## config.mk

```make
export PLATFORM = sky130hd
export DESIGN_NAME = modrm_addr_unit
export DESIGN_NICKNAME = d
export VERILOG_FILES = /design/src/rtl/modrm_pkg.sv /design/src/rtl/modrm_ctrl.sv /design/src/rtl/modrm_dp.sv /design/src/rtl/modrm_addr_unit.sv
export SDC_FILE = /design/constraint.sdc
export NUM_CORES = 1
export LEC_CHECK = 0
export BUFFER_PORTS_ARGS = -buffer_cell sky130_fd_sc_hd__buf_4
export CAP_MARGIN = 20
export CELL_PAD_IN_SITES_DETAIL_PLACEMENT = 1
export CELL_PAD_IN_SITES_GLOBAL_PLACEMENT = 1
export CORE_MARGIN = 2
export CORE_UTILIZATION = 34
export DETAILED_ROUTE_END_ITERATION = 16
export PLACE_DENSITY_LB_ADDON = 0.3
export SLEW_MARGIN = 20
export SYNTH_ARGS = -nofsm -noshare
export SYNTH_HDL_FRONTEND = slang
export SYNTH_HIERARCHICAL = 1
export SYNTH_SLANG_ARGS = --single-unit
```

## constraint.sdc

```tcl
create_clock -name clk -period 5.1 [get_ports clk]
set_clock_uncertainty 0.1 [all_clocks]
set_input_delay 0.255 -clock clk [delete_from_list [all_inputs] [get_ports clk]]
set_output_delay 0.255 -clock clk [all_outputs]
set_load 0.02 [all_outputs]
```

## src/rtl/modrm_pkg.sv

```systemverilog
package modrm_pkg;

  typedef enum logic [1:0] {
    DISP_NONE = 2'd0,
    DISP_BYTE = 2'd1,
    DISP_WORD = 2'd2
  } dispKind_e;

  // Strobes from the field decoder to the address datapath.
  typedef struct packed {
    logic [3:0] useBase;   // bit0 BX, bit1 BP, bit2 SI, bit3 DI
    dispKind_e  dispKind;
    logic       isReg;
  } eaCtrl_t;

  localparam int unsigned NUM_BASES = 4;

endpackage

```

## src/rtl/modrm_ctrl.sv

```systemverilog
module modrm_ctrl
  import modrm_pkg::*;
(
  input  logic       clk,
  input  logic       rstN,
  input  logic [1:0] modField,
  input  logic [2:0] rmField,
  output eaCtrl_t    ctrlOut,
  output logic [1:0] dispBytesNeeded
);

  logic [3:0] baseMask;

  always_comb begin
    unique case (rmField)
      3'd0: baseMask = 4'b0101;   // BX + SI
      3'd1: baseMask = 4'b1001;   // BX + DI
      3'd2: baseMask = 4'b0110;   // BP + SI
      3'd3: baseMask = 4'b1010;   // BP + DI
      3'd4: baseMask = 4'b0100;   // SI
      3'd5: baseMask = 4'b1000;   // DI
      3'd6: baseMask = 4'b0010;   // BP
      default: baseMask = 4'b0001; // BX
    endcase
  end

  always_comb begin
    ctrlOut.isReg    = 1'b0;
    ctrlOut.useBase  = baseMask;
    ctrlOut.dispKind = DISP_NONE;
    unique case (modField)
      2'b00: begin
        if (rmField == 3'b110) begin
          ctrlOut.useBase  = 4'b0000;
          ctrlOut.dispKind = DISP_WORD;
        end
      end
      2'b01: ctrlOut.dispKind = DISP_BYTE;
      2'b10: ctrlOut.dispKind = DISP_WORD;
      default: begin
        ctrlOut.isReg   = 1'b1;
        ctrlOut.useBase = 4'b0000;
      end
    endcase
  end

  always_comb begin
    unique case (ctrlOut.dispKind)
      DISP_BYTE: dispBytesNeeded = 2'd1;
      DISP_WORD: dispBytesNeeded = 2'd2;
      default:   dispBytesNeeded = 2'd0;
    endcase
  end

  // register form selects no base and no displacement
  p_reg_no_base_r3: assert property (@(posedge clk) disable iff (!rstN)
    (modField == 2'b11) |-> (ctrlOut.useBase == 4'b0000 && dispBytesNeeded == 2'd0));

  // at most two registers form a base
  p_base_pair_r5: assert property (@(posedge clk) disable iff (!rstN)
    $countones(ctrlOut.useBase) <= 2);

  // displacement count tracks the mode
  p_disp_count_r10: assert property (@(posedge clk) disable iff (!rstN)
    (modField == 2'b10) |-> (dispBytesNeeded == 2'd2));

endmodule

```

## src/rtl/modrm_dp.sv

```systemverilog
module modrm_dp
  import modrm_pkg::*;
#(
  parameter int unsigned DATA_W = 16
) (
  input  logic              clk,
  input  logic              rstN,
  input  logic              inValid,
  input  eaCtrl_t           ctrlIn,
  input  logic [2:0]        rmField,
  input  logic              wBit,
  input  logic [DATA_W-1:0] bxVal,
  input  logic [DATA_W-1:0] bpVal,
  input  logic [DATA_W-1:0] siVal,
  input  logic [DATA_W-1:0] diVal,
  input  logic [DATA_W/2-1:0] dispLo,
  input  logic [DATA_W/2-1:0] dispHi,
  output logic              outValid,
  output logic              isRegister,
  output logic              regWide,
  output logic [2:0]        regSel,
  output logic [DATA_W-1:0] effAddr
);

  localparam int unsigned BYTE_W = DATA_W / 2;

  logic [DATA_W-1:0] baseVals [NUM_BASES];
  logic [DATA_W-1:0] masked   [NUM_BASES];
  logic [DATA_W-1:0] dispExt;
  logic [DATA_W-1:0] addrSum;

  assign baseVals[0] = bxVal;
  assign baseVals[1] = bpVal;
  assign baseVals[2] = siVal;
  assign baseVals[3] = diVal;

  for (genvar g = 0; g < NUM_BASES; g++) begin : g_mask
    assign masked[g] = ctrlIn.useBase[g] ? baseVals[g] : '0;
  end

  always_comb begin
    unique case (ctrlIn.dispKind)
      DISP_BYTE: dispExt = {{BYTE_W{dispLo[BYTE_W-1]}}, dispLo};
      DISP_WORD: dispExt = {dispHi, dispLo};
      default:   dispExt = '0;
    endcase
  end

  assign addrSum = masked[0] + masked[1] + masked[2] + masked[3] + dispExt;

  always_ff @(posedge clk) begin
    if (!rstN) begin
      outValid   <= 1'b0;
      isRegister <= 1'b0;
      regWide    <= 1'b0;
      regSel     <= '0;
      effAddr    <= '0;
    end else begin
      outValid <= inValid;
      if (inValid) begin
        isRegister <= ctrlIn.isReg;
        regWide    <= wBit;
        regSel     <= ctrlIn.isReg ? rmField : 3'd0;
        effAddr    <= ctrlIn.isReg ? '0 : addrSum;
      end
    end
  end

  // result appears one cycle after the strobe
  p_latency_r2: assert property (@(posedge clk) disable iff (!rstN)
    inValid |=> outValid);

  // no strobe, no change
  p_hold_r2: assert property (@(posedge clk) disable iff (!rstN)
    !inValid |=> ($stable(effAddr) && $stable(isRegister) && $stable(regSel)));

  // register operand drives a zero address
  p_reg_addr_zero_r3: assert property (@(posedge clk) disable iff (!rstN)
    isRegister |-> (effAddr == '0));

  // absolute form returns the displacement word unchanged
  p_direct_r6: assert property (@(posedge clk) disable iff (!rstN)
    (inValid && !ctrlIn.isReg && ctrlIn.useBase == 4'b0000)
      |=> (effAddr == $past({dispHi, dispLo})));

  // width bit is carried through
  p_width_r4: assert property (@(posedge clk) disable iff (!rstN)
    inValid |=> (regWide == $past(wBit)));

endmodule

```

## src/rtl/modrm_addr_unit.sv

```systemverilog
module modrm_addr_unit
  import modrm_pkg::*;
#(
  parameter int unsigned DATA_W = 16
) (
  input  logic                clk,
  input  logic                rstN,
  input  logic                inValid,
  input  logic [1:0]          modField,
  input  logic [2:0]          rmField,
  input  logic                wBit,
  input  logic [DATA_W-1:0]   bxVal,
  input  logic [DATA_W-1:0]   bpVal,
  input  logic [DATA_W-1:0]   siVal,
  input  logic [DATA_W-1:0]   diVal,
  input  logic [DATA_W/2-1:0] dispLo,
  input  logic [DATA_W/2-1:0] dispHi,
  output logic [1:0]          dispBytesNeeded,
  output logic                outValid,
  output logic                isRegister,
  output logic                regWide,
  output logic [2:0]          regSel,
  output logic [DATA_W-1:0]   effAddr
);

  eaCtrl_t ctrlBus;

  modrm_ctrl ctrl_i (
    .clk             (clk),
    .rstN            (rstN),
    .modField        (modField),
    .rmField         (rmField),
    .ctrlOut         (ctrlBus),
    .dispBytesNeeded (dispBytesNeeded)
  );

  modrm_dp #(.DATA_W(DATA_W)) dp_i (
    .clk        (clk),
    .rstN       (rstN),
    .inValid    (inValid),
    .ctrlIn     (ctrlBus),
    .rmField    (rmField),
    .wBit       (wBit),
    .bxVal      (bxVal),
    .bpVal      (bpVal),
    .siVal      (siVal),
    .diVal      (diVal),
    .dispLo     (dispLo),
    .dispHi     (dispHi),
    .outValid   (outValid),
    .isRegister (isRegister),
    .regWide    (regWide),
    .regSel     (regSel),
    .effAddr    (effAddr)
  );

endmodule

```

==> results of run 1 <==
registers in the layout, summed over array words and instances (netlist names):
| name | count |
|---|---|
| dp_i/regWide | 1 |
| dp_i/outValid | 1 |
| dp_i/isRegister | 1 |
| dp_i/regSel | 3 |
| dp_i/effAddr | 16 |
per-layer routing:
| metal | track usage | vias to the layer above | wire [um] |
|---|---|---|---|
| met5 | 0 | - | 0 |
| met4 | 0.02429 | 0 | 45 |
| met3 | 0.02688 | 4 | 524 |
| met2 | 0.3469 | 81 | 4693 |
| met1 | 0.2181 | 1407 | 3970 |
| li1 | - | 1483 | - |
final timing paths:
check / end / depth (start not counted) / slack, ns
worst min register to register: dp_i/effAddr[10]$_SDFFE_PN0P_ / 2 / 0.36
worst max register to register: dp_i/effAddr[12]$_SDFFE_PN0P_ / 2 / 4.20
worst max-delay path: dp_i/effAddr[11]$_SDFFE_PN0P_ / 19 / 0.28
worst min-delay path: dp_i/regWide$_SDFFE_PN0P_ / 3 / 0.16
power breakdown:
group | leakage (uW) | internal (uW) | switching (uW) | total, uW
clock | 0.0000288 | 68.7 | 54.5 | 123
sequential | 0.000180 | 188 | 8.72 | 197
combinational | 0.00197 | 195 | 230 | 426
cells by family after synthesis:
kind of cell / Yosys count / synth area share
compound gates: 66 / 0.1365
xor+xnor: 17 / 0.04437
fa+ha+maj: 65 / 0.3408
buf+inv: 80 / 0.09172
flops: 22 / 0.1312
mux: 3 / 0.008949
simple gates: 147 / 0.2465
cell type report:
type,count,area [sq um]
clock buffer,4,55.05
sequential,22,440.4
tap,133,166.4
inverter,67,251.5
fill,1189,5253
timing repair buffer,120,900.9
multi-input combinational,298,2618
placed cells by master (no fill, tap or decap), types with 2 or more instances in the layout:
cell	netlist	layout
buf_4	1	120
xnor2_1	8	8
nor2b_1	12	12
nor2_1	7	7
xor2_1	9	9
nand3b_1	2	2
a31o_1	2	2
nand3_1	6	6
or4_1	2	2
nand2_1	36	36
o21ai_1	7	7
nor3b_1	4	2
a21oi_1	12	12
o21a_1	2	2
nor3_1	2	2
and2_1	60	60
a21oi_2	2	2
inv_1	67	67
a21boi_0	5	5
mux2i_1	3	3
ha_1	21	21
nand2b_1	8	8
fa_1	44	44
dfxtp_1	22	22
clkbuf_8	0	4
nor3b_2	0	2
o21ai_0	6	6
o22ai_1	3	3
o21bai_1	6	6
a21o_1	11	11
worst min-delay path: cells and delay by family:
kind,cells,cell delay (ns)
buf+inv,1,0.08
mux,1,0.05
simple gates,1,0.10
metrics by stage:
step           power (uW)  utilization  hold WS, ns  cells
2_1_floorplan       470.9            -       0.3000    400
3_3_place_gp        621.3       0.4509       0.3393    640
3_5_place_dp        632.6       0.4509       0.3567    640
4_1_cts             758.2       0.4566       0.1581    644
5_1_grt             817.2       0.4576       0.1877    644
6_report            745.5       0.4576       0.1605    644
==> flow_summary.toml, run 1 <==
[critical_path]
cp_cell_sequence = "buf_4, inv_1, ha_1, o21bai_1, nor3b_2, buf_4, and2_1, fa_1, fa_1, inv_1, fa_1, inv_1, fa_1, a211oi_2, o21ai_1, a31o_1, a21oi_2, xor2_1, o21ai_1"
crit_arrival_ns = 4.86
endpoint_kind = "flip-flop"
cp_num_buf_inv = 5
required_ns = 5.14
startpoint_type = "input pin"
crit_start = "modField[0]"
slowest_delay_ns = 0.54
path_class = "input pin to flip-flop"
worstPathMaxFanout = 15
path_common_cell = "fa_1"
crit_slowest_cell = "fa_1"
reg2reg_from = "dp_i/effAddr[12]$_SDFFE_PN0P_"
cp_top_family = "adder cells"

[sta]
drv_slew = 0
tns_ns = 0
setup_viol = 0
maxClockFrequency_mhz = 207.3
hold_viol_final = 0
rsz0062_at_grt = "no"
fin_crit_ns = 4.824
setup_slack_ns = 0.2756
finalCritPeriodShare = 0.9460
worstMarginPinSlew_ns = 0.5513
slew_headroom = 0.6317

[place]
port_buffers = 112
hpwl_um = 8173
dp_worst_setup_slack_ns = -0.1208
placed_cell_area_sq_um = 4367
gp_routability_congestion = 0.8549

[layout]
drive_gt1_frac = 0.2622
nets = 666
num_antenna_cells = 0
design_area_sq_um = 4432
area_growth_pct = 32.07

[pwr]
ir_drop_uv = 76.57
p_leak_uw = 0.002177
power_density_nw_per_um2 = 168.2

[yosys]
synthesis.nets = 554
yosysTopAreaCellShare = 0.2625
synthCells = 400
synth_warnings = 6
async_flop_share = 0
synth_common_cells = "67 x inv_1, 60 x and2_1, 44 x fa_1, 36 x nand2_1, 22 x dfxtp_1"
ys_types = 49
synth.most_common_cell = "inv_1"
synth.largest_area_cell = "fa_1"
ys.flop_type = "dfxtp_1"
ys_seq_area_frac = 0.1312
avgSynthCellArea_sq_um = 8.389
synth_edf_count = 0
synthesis.area_sq_um = 3356
ys_ff_latch = 22
yosys-top-cells-area = "fa_1 26%, dfxtp_1 13%, and2_1 11%"

[grt]
grt_pass1_wl_um = 15320
grt_max_degree = 23
grt_antenna_before_repair = 0
track_usage = 0.1811
grt_pass1_vias = 3368
overflow = 0

[detailed_routing]
vias = 2975
drt-pass1-iter-count = 4
drc = 0
ant_nets = 0
postRouteWirelength_um = 9233
viasPerCell = 4.620
drtIter0Drc = 61
wl_per_cell_um = 14.34

[cts]
cts_sinks = 22
cts_hold_buf = 0
root_buffer = "clkbuf_8"
cts_buffer_depth = 2
ctsResizeCount = 0
insertion_delay_ns = 0.26
htreeDepth = 1
postCtsSetupRepairBufs = 0
cts_tree = "yes"
clk_pin_slew_ns = 0.08
numCtsBuffers = 3

[job]
max_cap_violations = 0

[status]
status = "finished, final reports clean"

[die]
dieArea_sq_um = 10680
io_pins = 113
core_sq_um = 9684
die_x_um = 103.3
start_util = 0.3465
rows = 36
die-height_um = 103.3

[worst_hold_path]
hold_class = "input pin to flip-flop"
min_from = "wBit"
No activity file was read; power rests on OpenSTA's default activity.
==> run 2: changes to the inputs <==
- CORE_UTILIZATION: 34 -> 38
- clock period: 5.1 -> 4.54 ns (I/O delays scaled with it)
==> run 2 against run 1 <==
Against the previous run: first-iteration DRC count unchanged; utilization increased by 8.0 points; critical path depth unchanged; routed wire length increased by 11%; global-route usage increased by 3.5 points; register-to-register slack got worse by 0.60 ns; largest power group unchanged.
==> flow_summary.toml, run 2 (synthesis results as in run 1) <==
[die]
rows = 34
die_x_um = 97.97
die-height_um = 97.97
dieArea_sq_um = 9598
core_sq_um = 8636
start_util = 0.3886
io_pins = 113

[detailed_routing]
vias = 3158
wl_per_cell_um = 15.97
postRouteWirelength_um = 10250
drtIter0Drc = 61
ant_nets = 0
drc = 0
drt-pass1-iter-count = 6
viasPerCell = 4.919

[layout]
final_cell_mix = "143 x buf_4, 67 x inv_1, 60 x and2_1"
largest_reg_flops = 16
reg_top3 = "dp_i/effAddr (16), dp_i/regSel (3)"
num_antenna_cells = 0
area.sequential_sq_um = 440.4
nets = 689
fin_util = 0.5378
regMostFlops = "dp_i/effAddr"
area_growth_pct = 38.40
drive_gt1_frac = 0.3071
mostFrequentLayoutCell = "buf_4"
fillers = 1063
multi_input_area_sq_um = 2673

[worst_hold_path]
hold_class = "input pin to flip-flop"

[cts]
cts_buffer_depth = 2
cts_tree = "yes"
clk_pin_slew_ns = 0.08
htreeDepth = 1
root_buffer = "clkbuf_8"
cts_hold_buf = 0
insertion_delay_ns = 0.26
cts_sinks = 22
numCtsBuffers = 3

[sta]
worstMarginPinSlew_ns = 0.5287
fin_crit_ns = 4.369
setup_viol = 0
maxClockFrequency_mhz = 228.9
finalCritPeriodShare = 0.9623
slew_headroom = 0.6468
drv_slew = 0
hold_viol_final = 0
setup_slack_ns = 0.1711

[critical_path]
slowest_delay_ns = 0.57
endpoint_kind = "flip-flop"
cp_num_buf_inv = 4
crit_start = "modField[1]"
required_ns = 4.58
cp_num_cells = 19
reg2reg_from = "dp_i/effAddr[12]$_SDFFE_PN0P_"
path_class = "input pin to flip-flop"
rrSetupSlack_ns = 3.60
crit_slowest_cell = "fa_1"
crit_arrival_ns = 4.41
r2r_end = "dp_i/effAddr[12]$_SDFFE_PN0P_"
worstPathMaxFanout = 4
worst-r2r-cell-count = 2
cp_cell_sequence = "buf_4, inv_1, ha_4, o21bai_4, nor3b_4, and2_1, fa_1, inv_1, fa_1, fa_1, inv_1, ha_1, fa_2, a211oi_4, o21ai_2, a31o_1, a21oi_1, xor2_1, o21ai_1"
cp_top_family = "adder cells"
crit_path_end = "dp_i/effAddr[13]$_SDFFE_PN0P_"
startpoint_type = "input pin"

[pwr]
p_switching_uw = 355.9
p_leak_uw = 0.002314
seqPwrFrac = 0.233
power_density_nw_per_um2 = 204.3
switching_share = 0.3751
pwr-share-comb = 0.579
ir_drop_uv = 133.5
clkPwrFrac = 0.189
p_int_uw = 593.0

[grt]
track_usage = 0.2158
overflow = 0
grt_max_degree = 23
grt_pass1_wl_um = 17000
grt_antenna_before_repair = 0
grt_pass1_vias = 3681

[place]
port_buffers = 112
hpwl_um = 9095
dp_worst_setup_slack_ns = -0.1620
gp_routability_congestion = 0.8144

[job]
max_cap_violations = 0

[status]
status = "finished, final reports clean"
[run 2: worst min-delay path by stage]
stage | from | end | depth (start not counted)
after floorplan | inValid | dp_i/outValid$_SDFF_PN0_ | 1
after global placement | dp_i/effAddr[15]$_SDFFE_PN0P_ | dp_i/effAddr[15]$_SDFFE_PN0P_ | 2
after detailed placement | dp_i/effAddr[15]$_SDFFE_PN0P_ | dp_i/effAddr[15]$_SDFFE_PN0P_ | 2
after CTS | wBit | dp_i/regWide$_SDFFE_PN0P_ | 3
after global routing | wBit | dp_i/regWide$_SDFFE_PN0P_ | 3
final | wBit | dp_i/regWide$_SDFFE_PN0P_ | 3
[run 2: metal layers]
| metal | global-route usage | wire length (um) | vias up |
|---|---|---|---|
| met5 | 0 | 0 | - |
| met4 | 0.03312 | 113 | 0 |
| met3 | 0.02935 | 445 | 10 |
| met2 | 0.4463 | 5672 | 79 |
| met1 | 0.2322 | 4019 | 1540 |
| li1 | - | - | 1529 |
[run 2: final cells by class]
class                           instances  share of cell area
Multi-Input combinational cell        298              0.5754
Clock buffer                            3            0.008890
Clock inverter                          1            0.006466
Inverter                               67             0.05415
Tap cell                              108             0.02909
Timing Repair Buffer                  143              0.2311
Sequential cell                        22             0.09483
[run 2: power by group through the flow]
stage / logic (uW) / registers, uW / clock network, uW
after floorplan: 287 / 246 / 0
after global placement: 517 / 225 / 0
after detailed placement: 547 / 225 / 0
after CTS: 550 / 221 / 185
after global routing: 614 / 223 / 192
final: 549 / 221 / 179
[run 2: what timing repair did]
| item | 4_1_cts | 5_1_grt |
|---|---|---|
| gates resized for setup | 0 | 6 |
| setup buffers | 0 | 0 |
| setup endpoints to repair | 0 | 6 |
[run 2: worst register-to-register path, stage by stage (launching register included)]
cell and delay, ns:
dfxtp_1 0.33, a221oi_1 0.29, nand3_1 0.11
[run 2: per-stage QoR]
step | instances | setup TNS (ns) | total power (uW) | instance area (sq um) | hold slack (ns)
floorplan | 400 | 0 | 532.7 | 3388 | 0.2720
global placement | 638 | -0.007773 | 742.0 | 4541 | 0.3441
detailed placement | 638 | -0.7981 | 772.1 | 4541 | 0.3486
CTS | 642 | 0 | 955.8 | 4612 | 0.1492
global route | 642 | -0.02561 | 1029 | 4644 | 0.1798
finish | 642 | 0 | 948.8 | 4644 | 0.1446
==> run 3: changes to the inputs <==
- BUFFER_PORTS_ARGS: -buffer_cell sky130_fd_sc_hd__buf_4 -> -buffer_cell sky130_fd_sc_hd__buf_2
- MAX_ROUTING_LAYER: not set -> met4
==> run 3 against run 2 <==
Against the previous run: clock-buffer cell count up 1; cell area down 5.0%; non-clock buffer count up 1; maximum frequency down 0.59%; global-route usage down 0.82 points; utilization down 2.7 points; clock power down 22%; critical path depth unchanged; largest power group unchanged; critical endpoint is now dp_i/effAddr[11]$_SDFFE_PN0P_; via count down 1.3%.
==> flow_summary.toml, run 3 (synthesis results as in run 1) <==
[critical_path]
rrSetupSlack_ns = 3.62
required_ns = 4.58
cp_top_family = "adder cells"
startpoint_type = "input pin"
r2r_end = "dp_i/effAddr[12]$_SDFFE_PN0P_"
worstPathMaxFanout = 4
cp_cell_sequence = "buf_2, inv_1, ha_4, o21bai_4, nor3b_4, and2_1, fa_1, inv_1, fa_1, fa_1, inv_1, ha_1, fa_2, a211oi_4, o21ai_2, a31o_1, a21oi_2, xor2_1, o21ai_1"
path_class = "input pin to flip-flop"
crit_arrival_ns = 4.43
cp_num_buf_inv = 4
reg2reg_from = "dp_i/effAddr[12]$_SDFFE_PN0P_"
worst-r2r-cell-count = 2
slowest_delay_ns = 0.55
cp_num_cells = 19
crit_slowest_cell = "fa_1"
endpoint_kind = "flip-flop"

[cts]
clk_pin_slew_ns = 0.08
numCtsBuffers = 3
insertion_delay_ns = 0.25
cts_sinks = 22
cts_buffer_depth = 2
cts_tree = "yes"
cts_hold_buf = 0
htreeDepth = 1
root_buffer = "clkbuf_8"

[layout]
nets = 690
regMostFlops = "dp_i/effAddr"
area_growth_pct = 31.43
fillers = 1091
num_antenna_cells = 0
drive_gt1_frac = 0.3121
largest_reg_flops = 16
final_cell_mix = "112 x buf_2, 67 x inv_1, 59 x and2_1"
mostFrequentLayoutCell = "buf_2"
reg_top3 = "dp_i/effAddr (16), dp_i/regSel (3)"
final_cells = 643

[detailed_routing]
postRouteWirelength_um = 9788
drc = 0
drt-pass1-iter-count = 4
vias = 3118
wl_per_cell_um = 15.22
ant_nets = 0
drtIter0Drc = 68
viasPerCell = 4.849

[sta]
maxClockFrequency_mhz = 227.5
worstMarginPinSlew_ns = 0.5588
drv_slew = 0
slew_headroom = 0.6261
setup_viol = 0
hold_viol_final = 0
fin_crit_ns = 4.395
hold_ws_ns = 0.1306
finalCritPeriodShare = 0.9680

[place]
gp_routability_congestion = 0.8699
port_buffers = 112
placedCellCount = 638
hpwl_um = 8508

[worst_hold_path]
whs_path_depth = 3
hold-path-endpoint = "dp_i/regWide$_SDFFE_PN0P_"
min_from = "wBit"
hold_class = "input pin to flip-flop"

[grt]
overflow = 0
grt_pass1_wl_um = 16020
grt_max_degree = 23
grt_pass1_vias = 3516
grt_antenna_before_repair = 0
track_usage = 0.2076

[status]
status = "finished, final reports clean"

[job]
max_cap_violations = 0

[die]
io_pins = 113
die-height_um = 97.97
die_x_um = 97.97
core_sq_um = 8636
rows = 34
dieArea_sq_um = 9598
start_util = 0.3886

[pwr]
ir_drop_uv = 103.4
power_density_nw_per_um2 = 200.2
power_uw = 883.0
p_leak_uw = 0.002252
[run 3: worst min-delay path: cells and delay by family]
| family | cells | cell delay (ns) |
|---|---|---|
| and+or+nand+nor | 1 | 0.10 |
| buffers and inverters | 1 | 0.07 |
| muxes | 1 | 0.05 |
[run 3: worst max path at each step]
stage | startpoint | to | slack, ns
finish | modField[1] | dp_i/effAddr[11]$_SDFFE_PN0P_ | 0.15
global route | modField[1] | dp_i/effAddr[14]$_SDFFE_PN0P_ | -0.05
CTS | modField[1] | dp_i/effAddr[11]$_SDFFE_PN0P_ | 0.14
detailed placement | modField[1] | dp_i/effAddr[11]$_SDFFE_PN0P_ | -0.13
global placement | modField[1] | dp_i/effAddr[13]$_SDFFE_PN0P_ | -0.03
floorplan | modField[1] | dp_i/effAddr[11]$_SDFFE_PN0P_ | 0.004
[run 3: what timing repair did]
item                       CTS  global route
setup buffers                0             1
setup endpoints to repair    0             8
resized for setup            0            15
[run 3: area by class of cell]
type	count	area [sq um]	share of cell area
multi-input combinational	298	2724	0.6176
tap	108	135.1	0.03064
clock buffer	4	55.05	0.01248
sequential	22	440.4	0.09986
inverter	67	251.5	0.05702
timing repair buffer	144	804.5	0.1824
[run 3: stage by stage]
step | instance area [sq um] | TNS, ns | setup slack [ns] | util
after detailed placement | 4260 | -0.5879 | -0.1268 | 0.4933
after global placement | 4260 | -0.05978 | -0.03260 | 0.4933
after floorplan | 3388 | 0 | 0.004150 | -
final | 4410 | 0 | 0.1451 | 0.5107
after CTS | 4315 | 0 | 0.1382 | 0.4997
after global routing | 4410 | -0.09748 | -0.05051 | 0.5107
[run 3: power by group]
part	internal, uW	total [uW]	switching (uW)
clock	77.2	139	62.0
combinational	237	524	287
sequential	211	220	8.88
[run 3: per-layer routing]
metal  routed length (um)  GRT usage
met5                    0          -
met3                  316    0.01432
met4                   85    0.03205
met1                 4247     0.2465
met2                 5139     0.3909
